**src/rtl/pio_sel_pkg.sv**
```systemverilog
package pio_sel_pkg;

   localparam int unsigned CFG_W = 16;
   localparam int unsigned NFUNC = 6;

   // chip-select bit positions; the order is the priority order of the arbiter
   localparam int unsigned FN_SER_A   = 0;
   localparam int unsigned FN_SER_B   = 1;
   localparam int unsigned FN_PAR     = 2;
   localparam int unsigned FN_IDE_CMD = 3;
   localparam int unsigned FN_IDE_CTL = 4;
   localparam int unsigned FN_FDC     = 5;

   typedef struct packed {
      logic        en;
      logic [15:0] base;
   } slot_t;

   // serial placement code to legacy base
   function automatic slot_t serial_slot(input logic [2:0] code);
      slot_t s;
      s.en = 1'b1;
      case (code)
         3'd1:    s.base = 16'h03F8;
         3'd2:    s.base = 16'h02F8;
         3'd3:    s.base = 16'h03E8;
         3'd4:    s.base = 16'h02E8;
         default: begin s.en = 1'b0; s.base = 16'h0000; end
      endcase
      return s;
   endfunction

   // parallel placement code to legacy base
   function automatic slot_t parallel_slot(input logic [1:0] code);
      slot_t s;
      s.en = 1'b1;
      case (code)
         2'd1:    s.base = 16'h03BC;
         2'd2:    s.base = 16'h0378;
         2'd3:    s.base = 16'h0278;
         default: begin s.en = 1'b0; s.base = 16'h0000; end
      endcase
      return s;
   endfunction

   // window size of each function, log2 of bytes
   function automatic int unsigned wide_log2(input int unsigned fn);
      return (fn == FN_IDE_CTL) ? 0 : 3;
   endfunction

   function automatic int unsigned narrow_log2(input int unsigned fn);
      return (fn == FN_PAR) ? 2 : wide_log2(fn);
   endfunction

endpackage

```
**src/rtl/pio_port_map.sv**
```systemverilog
module pio_port_map
   import pio_sel_pkg::*;
#(
   parameter int unsigned ADDR_W = 16
) (
   input  logic [CFG_W-1:0]             port_cfg,
   input  logic [CFG_W-1:0]             disk_cfg,
   output logic [NFUNC-1:0]             fn_en,
   output logic [NFUNC-1:0][ADDR_W-1:0] fn_base,
   output logic                         par_narrow
);

   // serial field positions: slot 0 is serial A, slot 1 is serial B
   localparam int unsigned SER_LSB_A = 5;
   localparam int unsigned SER_LSB_B = 1;

   genvar g;
   generate
      for (g = 0; g < 2; g++) begin : g_ser
         localparam int unsigned LSB = (g == 0) ? SER_LSB_A : SER_LSB_B;
         localparam int unsigned FN  = (g == 0) ? FN_SER_A : FN_SER_B;
         slot_t s;
         always_comb s = serial_slot(port_cfg[LSB+2:LSB]);
         assign fn_en[FN]   = s.en;
         assign fn_base[FN] = ADDR_W'(s.base);
      end
   endgenerate

   slot_t par_s;
   always_comb par_s = parallel_slot(port_cfg[10:9]);
   assign fn_en[FN_PAR]   = par_s.en;
   assign fn_base[FN_PAR] = ADDR_W'(par_s.base);
   assign par_narrow      = (port_cfg[10:9] == 2'd1);

   logic alt_set;
   logic ide_on;
   logic fdc_on;
   assign alt_set = disk_cfg[4];
   assign ide_on  = ~disk_cfg[0];
   assign fdc_on  = ~disk_cfg[1];

   assign fn_en[FN_IDE_CMD]   = ide_on;
   assign fn_en[FN_IDE_CTL]   = ide_on;
   assign fn_en[FN_FDC]       = fdc_on;
   assign fn_base[FN_IDE_CMD] = ADDR_W'(alt_set ? 16'h0170 : 16'h01F0);
   assign fn_base[FN_IDE_CTL] = ADDR_W'(alt_set ? 16'h0376 : 16'h03F6);
   assign fn_base[FN_FDC]     = ADDR_W'(alt_set ? 16'h0370 : 16'h03F0);

   // fields with no function in this block
   logic unused_cfg_bits;
   assign unused_cfg_bits = ^{port_cfg[15:11], port_cfg[8], port_cfg[4], port_cfg[0],
                              disk_cfg[15:5], disk_cfg[3:2]};

endmodule

```
**src/rtl/pio_window.sv**
```systemverilog
module pio_window #(
   parameter int unsigned ADDR_W      = 16,
   parameter int unsigned WIDE_LOG2   = 3,
   parameter int unsigned NARROW_LOG2 = 3
) (
   input  logic [ADDR_W-1:0] addr,
   input  logic [ADDR_W-1:0] base,
   input  logic              en,
   input  logic              narrow,
   output logic              hit
);

   localparam logic [ADDR_W-1:0] WIDE_MASK   = ~((ADDR_W'(1) << WIDE_LOG2) - ADDR_W'(1));
   localparam logic [ADDR_W-1:0] NARROW_MASK = ~((ADDR_W'(1) << NARROW_LOG2) - ADDR_W'(1));

   generate
      if (WIDE_LOG2 >= ADDR_W || NARROW_LOG2 >= ADDR_W) begin : g_bad_span
         $error("pio_window: window span must be narrower than the address");
      end
   endgenerate

   logic [ADDR_W-1:0] mask;
   assign mask = narrow ? NARROW_MASK : WIDE_MASK;
   assign hit  = en && (((addr ^ base) & mask) == '0);

endmodule

```
**src/rtl/pio_sel_arbiter.sv**
```systemverilog
module pio_sel_arbiter
   import pio_sel_pkg::*;
(
   input  logic [NFUNC-1:0] raw_hit,
   input  logic             strobe,
   output logic [NFUNC-1:0] sel,
   output logic             conflict
);

   logic [NFUNC-1:0] h;
   assign h = strobe ? raw_hit : '0;

   always_comb begin
      sel             = '0;
      sel[FN_SER_A]   = h[FN_SER_A];
      sel[FN_SER_B]   = h[FN_SER_B] & ~h[FN_SER_A];
      sel[FN_PAR]     = h[FN_PAR] & ~h[FN_SER_A] & ~h[FN_SER_B];
      sel[FN_IDE_CMD] = h[FN_IDE_CMD];
      sel[FN_IDE_CTL] = h[FN_IDE_CTL];
      sel[FN_FDC]     = h[FN_FDC] & ~h[FN_IDE_CTL];
   end

   assign conflict = (h[FN_SER_A] & h[FN_SER_B]) |
                     (h[FN_SER_A] & h[FN_PAR])   |
                     (h[FN_SER_B] & h[FN_PAR]);

endmodule

```
**src/rtl/pio_select_decoder.sv**
```systemverilog
module pio_select_decoder
   import pio_sel_pkg::*;
#(
   parameter int unsigned ADDR_W    = 16,
   parameter int unsigned IRQ_W     = 4,
   parameter int unsigned IRQ_SER_A = 4,
   parameter int unsigned IRQ_SER_B = 3,
   parameter int unsigned IRQ_PAR   = 7
) (
   input  logic              clk,
   input  logic              rst_n,
   input  logic [ADDR_W-1:0] io_addr,
   input  logic              io_rd,
   input  logic              io_wr,
   input  logic [15:0]       port_cfg,
   input  logic [15:0]       disk_cfg,
   output logic [5:0]        sel_o,
   output logic [IRQ_W-1:0]  irq_ser_a_o,
   output logic [IRQ_W-1:0]  irq_ser_b_o,
   output logic [IRQ_W-1:0]  irq_par_o,
   output logic              conflict_o
);

   localparam int unsigned IRQ_LIMIT = 1 << IRQ_W;

   generate
      if (ADDR_W < 16) begin : g_bad_addr
         $error("pio_select_decoder: ADDR_W must hold a 16-bit I/O address");
      end
      if (IRQ_SER_A >= IRQ_LIMIT || IRQ_SER_B >= IRQ_LIMIT || IRQ_PAR >= IRQ_LIMIT) begin : g_bad_irq
         $error("pio_select_decoder: IRQ numbers must fit in IRQ_W bits");
      end
      if (NFUNC != 6) begin : g_bad_nfunc
         $error("pio_select_decoder: chip-select vector is six functions wide");
      end
   endgenerate

   logic [NFUNC-1:0]             fn_en;
   logic [NFUNC-1:0][ADDR_W-1:0] fn_base;
   logic                         par_narrow;

   pio_port_map #(.ADDR_W(ADDR_W)) u_map (
      .port_cfg  (port_cfg),
      .disk_cfg  (disk_cfg),
      .fn_en     (fn_en),
      .fn_base   (fn_base),
      .par_narrow(par_narrow)
   );

   logic [NFUNC-1:0] raw_hit;

   genvar f;
   generate
      for (f = 0; f < NFUNC; f++) begin : g_win
         pio_window #(
            .ADDR_W     (ADDR_W),
            .WIDE_LOG2  (wide_log2(f)),
            .NARROW_LOG2(narrow_log2(f))
         ) u_win (
            .addr  (io_addr),
            .base  (fn_base[f]),
            .en    (fn_en[f]),
            .narrow((f == FN_PAR) ? par_narrow : 1'b0),
            .hit   (raw_hit[f])
         );
      end
   endgenerate

   logic [NFUNC-1:0] sel_d;
   logic             conflict_d;

   pio_sel_arbiter u_arb (
      .raw_hit (raw_hit),
      .strobe  (io_rd | io_wr),
      .sel     (sel_d),
      .conflict(conflict_d)
   );

   // registered output stage, one cycle of decode latency
   always_ff @(posedge clk or negedge rst_n) begin
      if (!rst_n) begin
         sel_o       <= '0;
         conflict_o  <= 1'b0;
         irq_ser_a_o <= '0;
         irq_ser_b_o <= '0;
         irq_par_o   <= '0;
      end else begin
         sel_o       <= sel_d;
         conflict_o  <= conflict_d;
         irq_ser_a_o <= fn_en[FN_SER_A] ? IRQ_W'(IRQ_SER_A) : '0;
         irq_ser_b_o <= fn_en[FN_SER_B] ? IRQ_W'(IRQ_SER_B) : '0;
         irq_par_o   <= fn_en[FN_PAR]   ? IRQ_W'(IRQ_PAR)   : '0;
      end
   end

   assert_sel_onehot_R10: assert property (@(posedge clk) disable iff (!rst_n)
      $onehot0(sel_o));

   assert_strobe_gate_R7: assert property (@(posedge clk) disable iff (!rst_n)
      !(io_rd || io_wr) |=> (sel_o == '0) && !conflict_o);

   assert_conflict_winner_R8: assert property (@(posedge clk) disable iff (!rst_n)
      conflict_o |-> (sel_o[FN_SER_A] || sel_o[FN_SER_B]));

   assert_ser_b_irq_R1: assert property (@(posedge clk) disable iff (!rst_n)
      (irq_ser_b_o == '0) || (irq_ser_b_o == IRQ_W'(IRQ_SER_B)));

   assert_ide_gated_R4: assert property (@(posedge clk) disable iff (!rst_n)
      (sel_o[FN_IDE_CMD] || sel_o[FN_IDE_CTL]) |-> !$past(disk_cfg[0]));

   assert_fdc_gated_R6: assert property (@(posedge clk) disable iff (!rst_n)
      sel_o[FN_FDC] |-> !$past(disk_cfg[1]));

   assert_par_gated_R3: assert property (@(posedge clk) disable iff (!rst_n)
      sel_o[FN_PAR] |-> ($past(port_cfg[10:9]) != 2'd0));

endmodule

```
**config.mk**
```make
export PLATFORM = sky130hd
export DESIGN_NAME = pio_select_decoder
export DESIGN_NICKNAME = d
export VERILOG_FILES = /design/src/rtl/pio_sel_pkg.sv /design/src/rtl/pio_port_map.sv /design/src/rtl/pio_window.sv /design/src/rtl/pio_sel_arbiter.sv /design/src/rtl/pio_select_decoder.sv
export SDC_FILE = /design/constraint.sdc
export NUM_CORES = 1
export LEC_CHECK = 0
export BUFFER_PORTS_ARGS = -buffer_cell sky130_fd_sc_hd__clkbuf_2
export CAP_MARGIN = 20
export CORE_ASPECT_RATIO = 1.75
export CORE_MARGIN = 2
export CORE_UTILIZATION = 25
export CTS_CLUSTER_SIZE = 16
export DETAILED_ROUTE_END_ITERATION = 12
export SLEW_MARGIN = 20
export SYNTH_ARGS = -nofsm -noshare
export SYNTH_HDL_FRONTEND = slang
export SYNTH_SLANG_ARGS = --single-unit
```
**constraint.sdc**
```tcl
create_clock -name clk -period 1.1 [get_ports clk]
set_clock_uncertainty 0.1 [all_clocks]
set_input_delay 0.055 -clock clk [delete_from_list [all_inputs] [get_ports clk]]
set_output_delay 0.055 -clock clk [all_outputs]
set_load 0.03 [all_outputs]
```
# After elaboration in Yosys (flattened, before gate mapping)
# Index checks and enable logic that the tools add are counted.
[totals] out_inout_bits=19 memories=0 in_bits=52 mem_bits_rw=0 latch_bits=0 regBits=15 wordCells=67 romBits=0
[classes] bitwise=22 n_shift=0 magnitude_cmp=0 n_eq_ne=11 n_reduce_logical=15 n_mul=0 mux=14 n_div=0 add_sub_neg=0
[op_table] cell="zero test 16 bit" count=6
[op_table] cell="one-hot mux 10 bit (4 select lines)" count=2
[op_table] cell="XOR 16 x 10 -> 16 bit" count=5
[op_table] cell="one-hot mux 10 bit (3 select lines)" count=1
[op_table] cell="2-to-1 mux 8 bit" count=3
[op_table] cell="AND 16 bit" count=1
[op_table] cell="XOR 16 x 9 -> 16 bit" count=1
[op_table] cell="equality test 3 x 2 -> 1 bit, second input constant" count=4
[op_table] cell="2-to-1 mux 3 bit" count=3
[op_table] cell="OR reduction 4 bit" count=2
[op_table] cell="AND 1 bit" count=7
[op_table] cell="equality test 3 x 1 -> 1 bit, second input constant" count=2
[op_table] cell="equality test 3 bit, second input constant" count=2
[op_table] cell="logical AND 1 bit" count=6
[op_table] cell="2-to-1 mux 6 bit" count=1
[op_table] cell="inverter 1 bit" count=5
[op_table] cell="equality test 2 bit, second input constant" count=2
[op_table] cell="2-to-1 mux 1 bit" count=3
[op_table] cell="OR 1 bit" count=3
[op_table] cell="OR reduction 3 bit" count=1
[op_table] cell="equality test 2 x 1 -> 1 bit, second input constant" count=1
[op_table] cell="2-to-1 mux 2 bit" count=1

# Longest topological paths before layout
# Gate-level depths: netlist (run 1).
[depth] word_depth=10 ltp_mapped=6 depth_no_buf=6

# Hierarchy
# From an unflattened synthesis (run 1), not the netlist that was laid out.
[hier_totals] hier_cells=260 area_unflattened_um2=2179.6
[modules_own_cells] mod="pio_port_map" cells_each=116 seq_area_each_um2=0.0 area_each_um2=844.6 n_inst=1
[modules_own_cells] mod="pio_window (g_win[0].u_win ...)" cells_each=18 seq_area_each_um2=0.0 area_each_um2=148.9 n_inst=4
[modules_own_cells] mod="pio_select_decoder" cells_each=21 seq_area_each_um2=250.2 area_each_um2=327.8 n_inst=1
[modules_own_cells] mod="pio_window (g_win[4].u_win)" cells_each=22 seq_area_each_um2=0.0 area_each_um2=181.4 n_inst=1
[modules_own_cells] mod="pio_window (g_win[2].u_win)" cells_each=20 seq_area_each_um2=0.0 area_each_um2=158.9 n_inst=1
[modules_own_cells] mod="pio_sel_arbiter" cells_each=9 seq_area_each_um2=0.0 area_each_um2=71.3 n_inst=1

# Worst setup path before layout (run 1)
# No wires, ideal clock.
[synth_path] kind="input -> register" from="in port_cfg[9]" to="reg conflict_o" required_time_ns=0.869 path_buffers=0 t_arrival_ns=1.057 path_slack_ns=-0.188 stages=6 setup_time_ns=0.131 path_cell_list="inv_1 > ha_1 > xor2_1 > nor4_1 > and3_1 > maj3_1"
[synth_between] elab_chain_cells=10 elab_cells_between_ends=16 cone_classes="eq/ne: 3; mux: 4; bitwise: 6; reduce/logical: 3"
[synth_rtl] element="from (decl)" line="pio_select_decoder.sv:15" rtl="input logic [15:0] port_cfg,"
[synth_rtl] element="equality test 2 bit or equality test 2 x 1 -> 1 bit (tied branches)" line="pio_sel_pkg.sv:37, pio_port_map.sv:33"
[synth_rtl] element="one-hot mux 10 bit (3 select lines)" line="pio_sel_pkg.sv:37" rtl="case (code)"
[synth_rtl] element="XOR 16 x 10 -> 16 bit" line="pio_window.sv:24" rtl="assign hit = en && (((addr ^ base) & mask) == '0);"
[synth_rtl] element="AND 16 bit" line="pio_window.sv:24"
[synth_rtl] element="zero test 16 bit" line="pio_window.sv:24"
[synth_rtl] element="logical AND 1 bit *" line="pio_window.sv:24"
[synth_rtl] element="2-to-1 mux 6 bit *" line="pio_sel_arbiter.sv:11" rtl="assign h = strobe ? raw_hit : '0;"
[synth_rtl] element="AND 1 bit" line="pio_sel_arbiter.sv:24" rtl="(h[FN_SER_A] & h[FN_PAR]) |"
[synth_rtl] element="OR 1 bit" line="pio_sel_arbiter.sv:23" rtl="assign conflict = (h[FN_SER_A] & h[FN_SER_B]) |"
[synth_rtl] element="OR 1 bit *" line="pio_sel_arbiter.sv:24"
[synth_rtl] element="via conflict_d" line="pio_select_decoder.sv:70" rtl="logic conflict_d;"
[synth_rtl] element="to (signal assigned)" line="pio_select_decoder.sv:89" rtl="conflict_o <= conflict_d;"
[synth_rtl] element="to (decl)" line="pio_select_decoder.sv:21" rtl="output logic conflict_o"
# The timed path passes the listed nets; every way through them passes the cells marked *.

# Worst setup path after layout (run 1)
[layout_path] from="in io_addr[8]" to="reg conflict_o"
[layout_between] elab_chain_cells=8 elab_cells_between_ends=16 cone_classes="mux: 1; bitwise: 9; reduce/logical: 6"
[layout_rtl] element="from (decl)" line="pio_select_decoder.sv:12" rtl="input logic [ADDR_W-1:0] io_addr,"
[layout_rtl] element="XOR 16 x 10 -> 16 bit" line="pio_window.sv:24"
[layout_rtl] element="AND 16 bit" line="pio_window.sv:24"
[layout_rtl] element="zero test 16 bit" line="pio_window.sv:24"
[layout_rtl] element="logical AND 1 bit" line="pio_window.sv:24"
[layout_rtl] element="2-to-1 mux 6 bit *" line="pio_sel_arbiter.sv:11"
[layout_rtl] element="AND 1 bit" line="pio_sel_arbiter.sv:24"
[layout_rtl] element="OR 1 bit" line="pio_sel_arbiter.sv:23"
[layout_rtl] element="OR 1 bit *" line="pio_sel_arbiter.sv:24"
[layout_rtl] element="via conflict_d" line="pio_select_decoder.sv:70"
# Marked as above.

==> impl_metrics.tcl, run 1 <==
set metrics [dict create \
    min_period_ns 1.12 \
    dp_hpwl_mm 1.48 \
    initialDrtViolationCount 7 \
    synthArstFlopShare_pct 100 \
    synth_area_leaders "dfrtp_1, buf_4, ha_1, xor2_1, nand4b_1" \
    grt_overflow 0 \
    port-buffer-count 43 \
    syn_area_um2 729 \
    worstPathMaxFanout 7 \
    fp-row-count 26 \
    drtAntennaViolNets 0 \
    synth_top_area_cell "dfrtp_1" \
    numCtsBuffers 3 \
    end_kind "flip-flop" \
    power_mw 1.11 \
    gp_congestion 0.680 \
    failed_checks "hold timing, setup timing" \
    synth_seq_cells 10 \
    power.switching_uw 290 \
    diodes 0 \
    p_int_uw 824 \
    ir_worst_vdd_mv 0.411 \
    synth_area_per_cell_um2 10.1 \
    synth-seq-area-share_pct 34.3 \
    met1_usage_pct 9.97 \
    vias 708 \
    clockBufferDepth 2 \
    status "finished, violations left" \
    swShare_pct 26.0 \
    synth_cells 72 \
    via_per_inst 4.51 \
    clockPowerShare_pct 39.1 \
    setup_violations 1 \
    tritoncts "yes" \
    final_common_cell "clkbuf_2" \
    critPathArrivalTime_ns 1.18 \
    path_cells "clkbuf_2 > buf_4 > nand4bb_1 > a31o_2 > a21oi_2 > maj3_2" \
    ys_types 31 \
    timing.fmax_mhz 897 \
    holdPathStages 3 \
    grt_max_degree 11 \
    powerDensity_mw_per_mm2 929 \
    synth_top_area_share_pct 34.3 \
    period_share_pct 101 \
    grt_use_met2_pct 24.3 \
    io_pins 71 \
    mostFrequentLayoutCells "clkbuf_2, buf_4, dfrtp_1, nor2_1, conb_1" \
    cts.clk_slew.worst_paths_ns 0.04 \
    h-tree-depth 1 \
    crit_path_end "conflict_o" \
    hp-class "in2reg" \
    hold_violations 1 \
    fin_nets 187 \
    grt_pass1_wl_mm 2.88 \
    start_util_pct 25.5 \
    critPathBufInv 2 \
    cp.required_ns 1.16 \
    critPathSlowestCell "a31o_2" \
    firstDrtPassIters 4 \
    critPathLaunchType "primary input" \
    floorplan.die.width_um 44.8 \
    slowest_delay_ns 0.26 \
    maxCapViolations 0 \
    crit_cells 6 \
    grt.busiest_layer "met2" \
    cp_top_family "compound AO/OA/AOI/OAI gates" \
    wl_per_cell_um 10.8 \
    fin_ws_ns -0.0154 \
    drive_above_1_share_pct 58.9 \
    wl_mm 1.69 \
    power_frac_seq_pct 34.3 \
    rsz0062_at_grt "yes" \
    ys.flop_type "dfrtp_1" \
    cts_sinks 10 \
    pwr-share-comb_pct 26.6 \
    grt_pass1_vias 735 \
    crit_start "io_addr[8]" \
    die_h_um 75.5 \
    die-area_mm2 0.00338 \
    synthToLayoutAreaGrowth_pct 64.3 \
    antenna_found_initial 0 \
    ys.warnings.count 0 \
    gr-usage-all-layers_pct 11.0 \
    drc_errors 0 \
    p_leak_nw 0.616 \
    path_class "in2reg" \
    hold_ws_ns -0.00949 \
    core_mm2 0.00286 \
    synth_edf_count 0 \
    ctsRootBufferMaster "clkbuf_8" \
    gr-usage-met3_pct 0.711 \
    drv_slew 0 \
]
cell families (layout without fill, tap and decap cells):
family	Yosys count	in the layout	share of synthesized area [%]
xor+xnor	6	6	7.20
other cells	1	6	0.514
fa+ha+maj	6	6	9.95
flops	10	10	34.3
simple gates	29	29	27.6
compound gates	6	6	8.06
buf+inv	14	66	12.3
sequential cells by signal (all words and copies together), names as in the netlist:
signal / flops
sel_o: 6
conflict_o: 1
irq_par_o: 1
irq_ser_a_o: 1
irq_ser_b_o: 1
final cells by class:
type | count | area [um2]
Fill cell | 292 | 1660
Multi-Input combinational cell | 53 | 478
Timing Repair Buffer | 58 | 355
Sequential cell | 10 | 250
Clock buffer | 4 | 55.1
Tap cell | 28 | 35.0
Inverter | 4 | 25.0
Yosys cell counts, types with 2 or more instances:
master / count
buf_4: 10
xnor2_1: 2
nor2_1: 6
nor3b_1: 3
nor2b_1: 2
dfrtp_1: 10
nand4b_1: 3
inv_1: 4
and4_1: 2
xor2_1: 4
nand3_1: 2
ha_1: 5
tightest hold or removal path, delay by kind of cell:
kind,cells,cell delay [ns]
and+or+nand+nor,2,0.14
buffers and inverters,1,0.08
repair_timing:
action | 4_1_cts | 5_1_grt
hold endpoints to repair | 13 | 0
gates resized for setup | 4 | 7
setup endpoints to repair | 2 | 4
pin swaps | 3 | 5
setup buffers | 0 | 1
hold buffers | 3 | 0
gates cloned | 0 | 0
per-stage QoR:
| step | util [%] | setup TNS (ns) | setup slack, ns | instances | cell area, um2 |
|---|---|---|---|---|---|
| 6_report | 41.9 | -0.0154 | -0.0154 | 157 | 1200 |
| 3_3_place_gp | 36.8 | -0.931 | -0.322 | 149 | 1050 |
| 4_1_cts | 40.5 | -0.0989 | -0.0597 | 156 | 1160 |
| 3_5_place_dp | 36.8 | -1.00 | -0.347 | 149 | 1050 |
| 2_1_floorplan | - | -0.274 | -0.153 | 77 | 803 |
| 5_1_grt | 41.9 | -0.220 | -0.101 | 157 | 1200 |
metal layers:
| layer | wire length [um] | vias up |
|---|---|---|
| li1 | - | 356 |
| met1 | 545 | 317 |
| met2 | 999 | 35 |
| met3 | 145 | 0 |
| met4 | 0 | 0 |
| met5 | 0 | - |
power groups by stage:
stage	Sequential, mW	Combinational [mW]	Clock, mW
6_report	0.382	0.296	0.436
5_1_grt	0.383	0.326	0.456
4_1_cts	0.382	0.284	0.449
3_5_place_dp	0.387	0.268	0
3_3_place_gp	0.387	0.262	0
2_1_floorplan	0.408	0.143	0
worst min-delay path by stage:
stage | from | end | slack [ns]
global placement | rst_n | conflict_o | -0.18
detailed placement | rst_n | irq_par_o[1] | -0.17
finish | io_addr[0] | sel_o[4] | -0.009
global route | io_addr[0] | sel_o[4] | 0.001
floorplan | rst_n | conflict_o | -0.34
CTS | io_addr[0] | sel_o[4] | -0.01
Note: power is estimated with default switching activity, not from simulation.
==> inputs of run 2 (changes only) <==
- ABC_AREA: default -> 1
==> run 2 against run 1 <==
  * The run now ends clean
  * Cell count up 34%
  * Synthesized cell count up 63%
  * Final area up 0.52%
  * Combinational power up 4%
  * Worst hold slack better by 0.028 ns
  * Sequential power about the same
  * Via count up 19%
  * Critical endpoint is now sel_o[2]
  * Sequential share of layout area down 0.11 points
  * Critical path type unchanged
  * Power down 6.7%
  * Maximum frequency up 6.9%
==> impl_metrics.tcl, run 2 <==
set metrics [dict create \
    status "complete, no violations" \
    drtAntennaViolNets 0 \
    fin_setup_tns_ns 0 \
    synthToLayoutAreaGrowth_pct 54.3 \
    diodes 0 \
    gp_congestion 0.799 \
    fin_nets 228 \
    grt_use_met2_pct 17.6 \
    drc_errors 0 \
    cts_sinks 10 \
    core_mm2 0.00296 \
    clockPowerShare_pct 33.8 \
    floorplan.die.width_um 46.2 \
    synth_area_per_cell_um2 6.67 \
    critPathSlowestCell "ha_4" \
    p_leak_nw 0.710 \
    synth-seq-area-share_pct 32.1 \
    grt.busiest_layer "met2" \
    grt_overflow 0 \
    synth_top_area_share_pct 32.1 \
    ys.flop_type "dfrtp_1" \
    worstPathMaxFanout 2 \
    cp.required_ns 1.16 \
    dp_hpwl_mm 1.48 \
    synthArstFlopShare_pct 100 \
    critPathBufInv 3 \
    synth_top_area_cell "dfrtp_1" \
    critPathArrivalTime_ns 1.10 \
    crit_path_end "sel_o[2]" \
    fin_ws_ns 0.0562 \
    end_kind "flip-flop" \
    drv_slew 0 \
    die-area_mm2 0.00360 \
    final_common_cell "clkbuf_2" \
    largest_reg_flops 6 \
    powerDensity_mw_per_mm2 863 \
    rsz0062_at_grt "yes" \
    path_class "in2reg" \
    synth_cells 117 \
    ys.warnings.count 0 \
    path_cells "buf_12 > inv_12 > ha_4 > ha_4 > nor2_2 > nand3_1 > nor3_2 > nand2_1 > nor2_2 > inv_1 > nor2_1" \
    place_inst 206 \
    drive_above_1_share_pct 40.8 \
    via_per_inst 3.98 \
    hold_violations 0 \
    port-buffer-count 43 \
    synth_common_cells "nand2_1, nor2_1, inv_1" \
    wl_per_cell_um 7.87 \
    fp-row-count 26 \
    power.switching_uw 297 \
    instances_no_fill 211 \
    p_int_uw 742 \
    vias 840 \
    io_pins 71 \
    period_share_pct 94.9 \
    power_frac_seq_pct 36.7 \
    h-tree-depth 1 \
    pre_cts_slack_ns -0.320 \
    ir_worst_vdd_mv 0.360 \
    hp-class "in2reg" \
    regMostFlops "sel_o" \
    met1_usage_pct 8.62 \
    maxCapViolations 0 \
    timing.fmax_mhz 958 \
    synth_area_leaders "dfrtp_1, nand2_1, nor2_1, inv_1, buf_4" \
    min_period_ns 1.04 \
    swShare_pct 28.6 \
    nFillCells 335 \
    grt_pass1_wl_mm 2.58 \
    cp_top_family "simple AND/OR/NAND/NOR gates" \
    slowest_delay_ns 0.15 \
    gr-usage-all-layers_pct 9.63 \
    mostFrequentLayoutCells "clkbuf_2, nand2_1, nor2_1, inv_1, dfrtp_1" \
    synthMostInstantiatedCell "nand2_1" \
    pwr-share-comb_pct 29.5 \
    ys_types 19 \
    ctsRootBufferMaster "clkbuf_8" \
    clockBufferDepth 2 \
    setup_violations 0 \
    synth_seq_cells 10 \
    critPathLaunchType "primary input" \
    initialDrtViolationCount 5 \
    wl_mm 1.66 \
    synth_edf_count 0 \
    crit_start "port_cfg[10]" \
    tritoncts "yes" \
    start_util_pct 26.4 \
    firstDrtPassIters 4 \
    syn_area_um2 781 \
    numCtsBuffers 3 \
    cts.clk_slew.worst_paths_ns 0.04 \
    grt_max_degree 11 \
    crit_cells 11 \
    postCtsSetupBuffers 0 \
    grt_pass1_vias 707 \
    die_h_um 77.9 \
    gr-usage-met3_pct 1.40 \
    antenna_found_initial 0 \
]
run 2: cell types whose count changed after synthesis, moves of 3 or more:
cell	delta
nor2_1	+14
nand3_1	+7
nand4b_1	-3
inv_1	+15
nand2_1	+27
nor3b_1	-3
run 2: cell type report:
type                    instances  area (um2)  share of cell area [%]
multi-input cells              82         453                    37.6
repair buffers                 53         317                    26.3
flip-flops and latches         10         250                    20.8
inverters                      21        91.3                    7.58
well taps                      42        52.6                    4.36
clock buffers                   3        41.3                    3.43
run 2: layer usage:
metal / part of all wire [%] / up-vias / routed length [um]
met1: 35 / 366 / 576
met4: 1.9 / 0 / 32
li1: - / 440 / -
met5: 0 / - / 0
met2: 57 / 32 / 951
met3: 6.1 / 2 / 101
run 2: metrics by stage:
step                cell area (um2)  hold slack, ns  utilization [%]  power, mW
floorplan                       837          -0.341                -      0.567
global placement               1100          -0.174             37.1      0.669
detailed placement             1100          -0.175             37.1      0.671
CTS                            1170          0.0215             39.5       1.04
global route                   1200          0.0444             40.7       1.10
finish                         1200          0.0187             40.7       1.04
run 2: logic make-up (layout without fill, tap and decap cells):
logic type               Yosys count  after routing  share of synthesized area, %
flip-flops                        10             10                          32.1
buffers and inverters             30             77                          18.7
other                              1              6                         0.480
adder cells (fa/ha/maj)            5              5                          8.01
XOR/XNOR                           3              3                          3.37
AO/OA/AOI/OAI                      2              2                          1.28
AND/OR/NAND/NOR                   66             66                          36.1
run 2: worst min path at each step:
stage,depth (start not counted),from,slack (ns),to
after floorplan,0,rst_n,-0.34,conflict_o
final,4,port_cfg[7],0.02,irq_ser_a_o[2]
after CTS,4,port_cfg[7],0.02,irq_ser_a_o[2]
after global routing,4,port_cfg[7],0.04,irq_ser_a_o[2]
after detailed placement,1,rst_n,-0.17,irq_ser_a_o[2]
after global placement,1,rst_n,-0.17,irq_ser_a_o[2]
run 2: power groups by stage:
stage	combinational [mW]	sequential, mW	clock, mW
finish	0.307	0.382	0.351
global route	0.340	0.382	0.380
CTS	0.293	0.382	0.362
detailed placement	0.284	0.387	0
global placement	0.282	0.386	0
floorplan	0.162	0.405	0
run 2: what timing repair did:
item                       CTS  global route
hold buffers                 2             0
pin swaps                    4            10
resized for setup            3            11
hold endpoints to repair    11             0
setup endpoints to repair    2             2
run 2: tightest hold or removal path: cells and delay by family:
family | cells | cell delay, ns
AND/OR/NAND/NOR | 3 | 0.18
buffers and inverters | 1 | 0.09
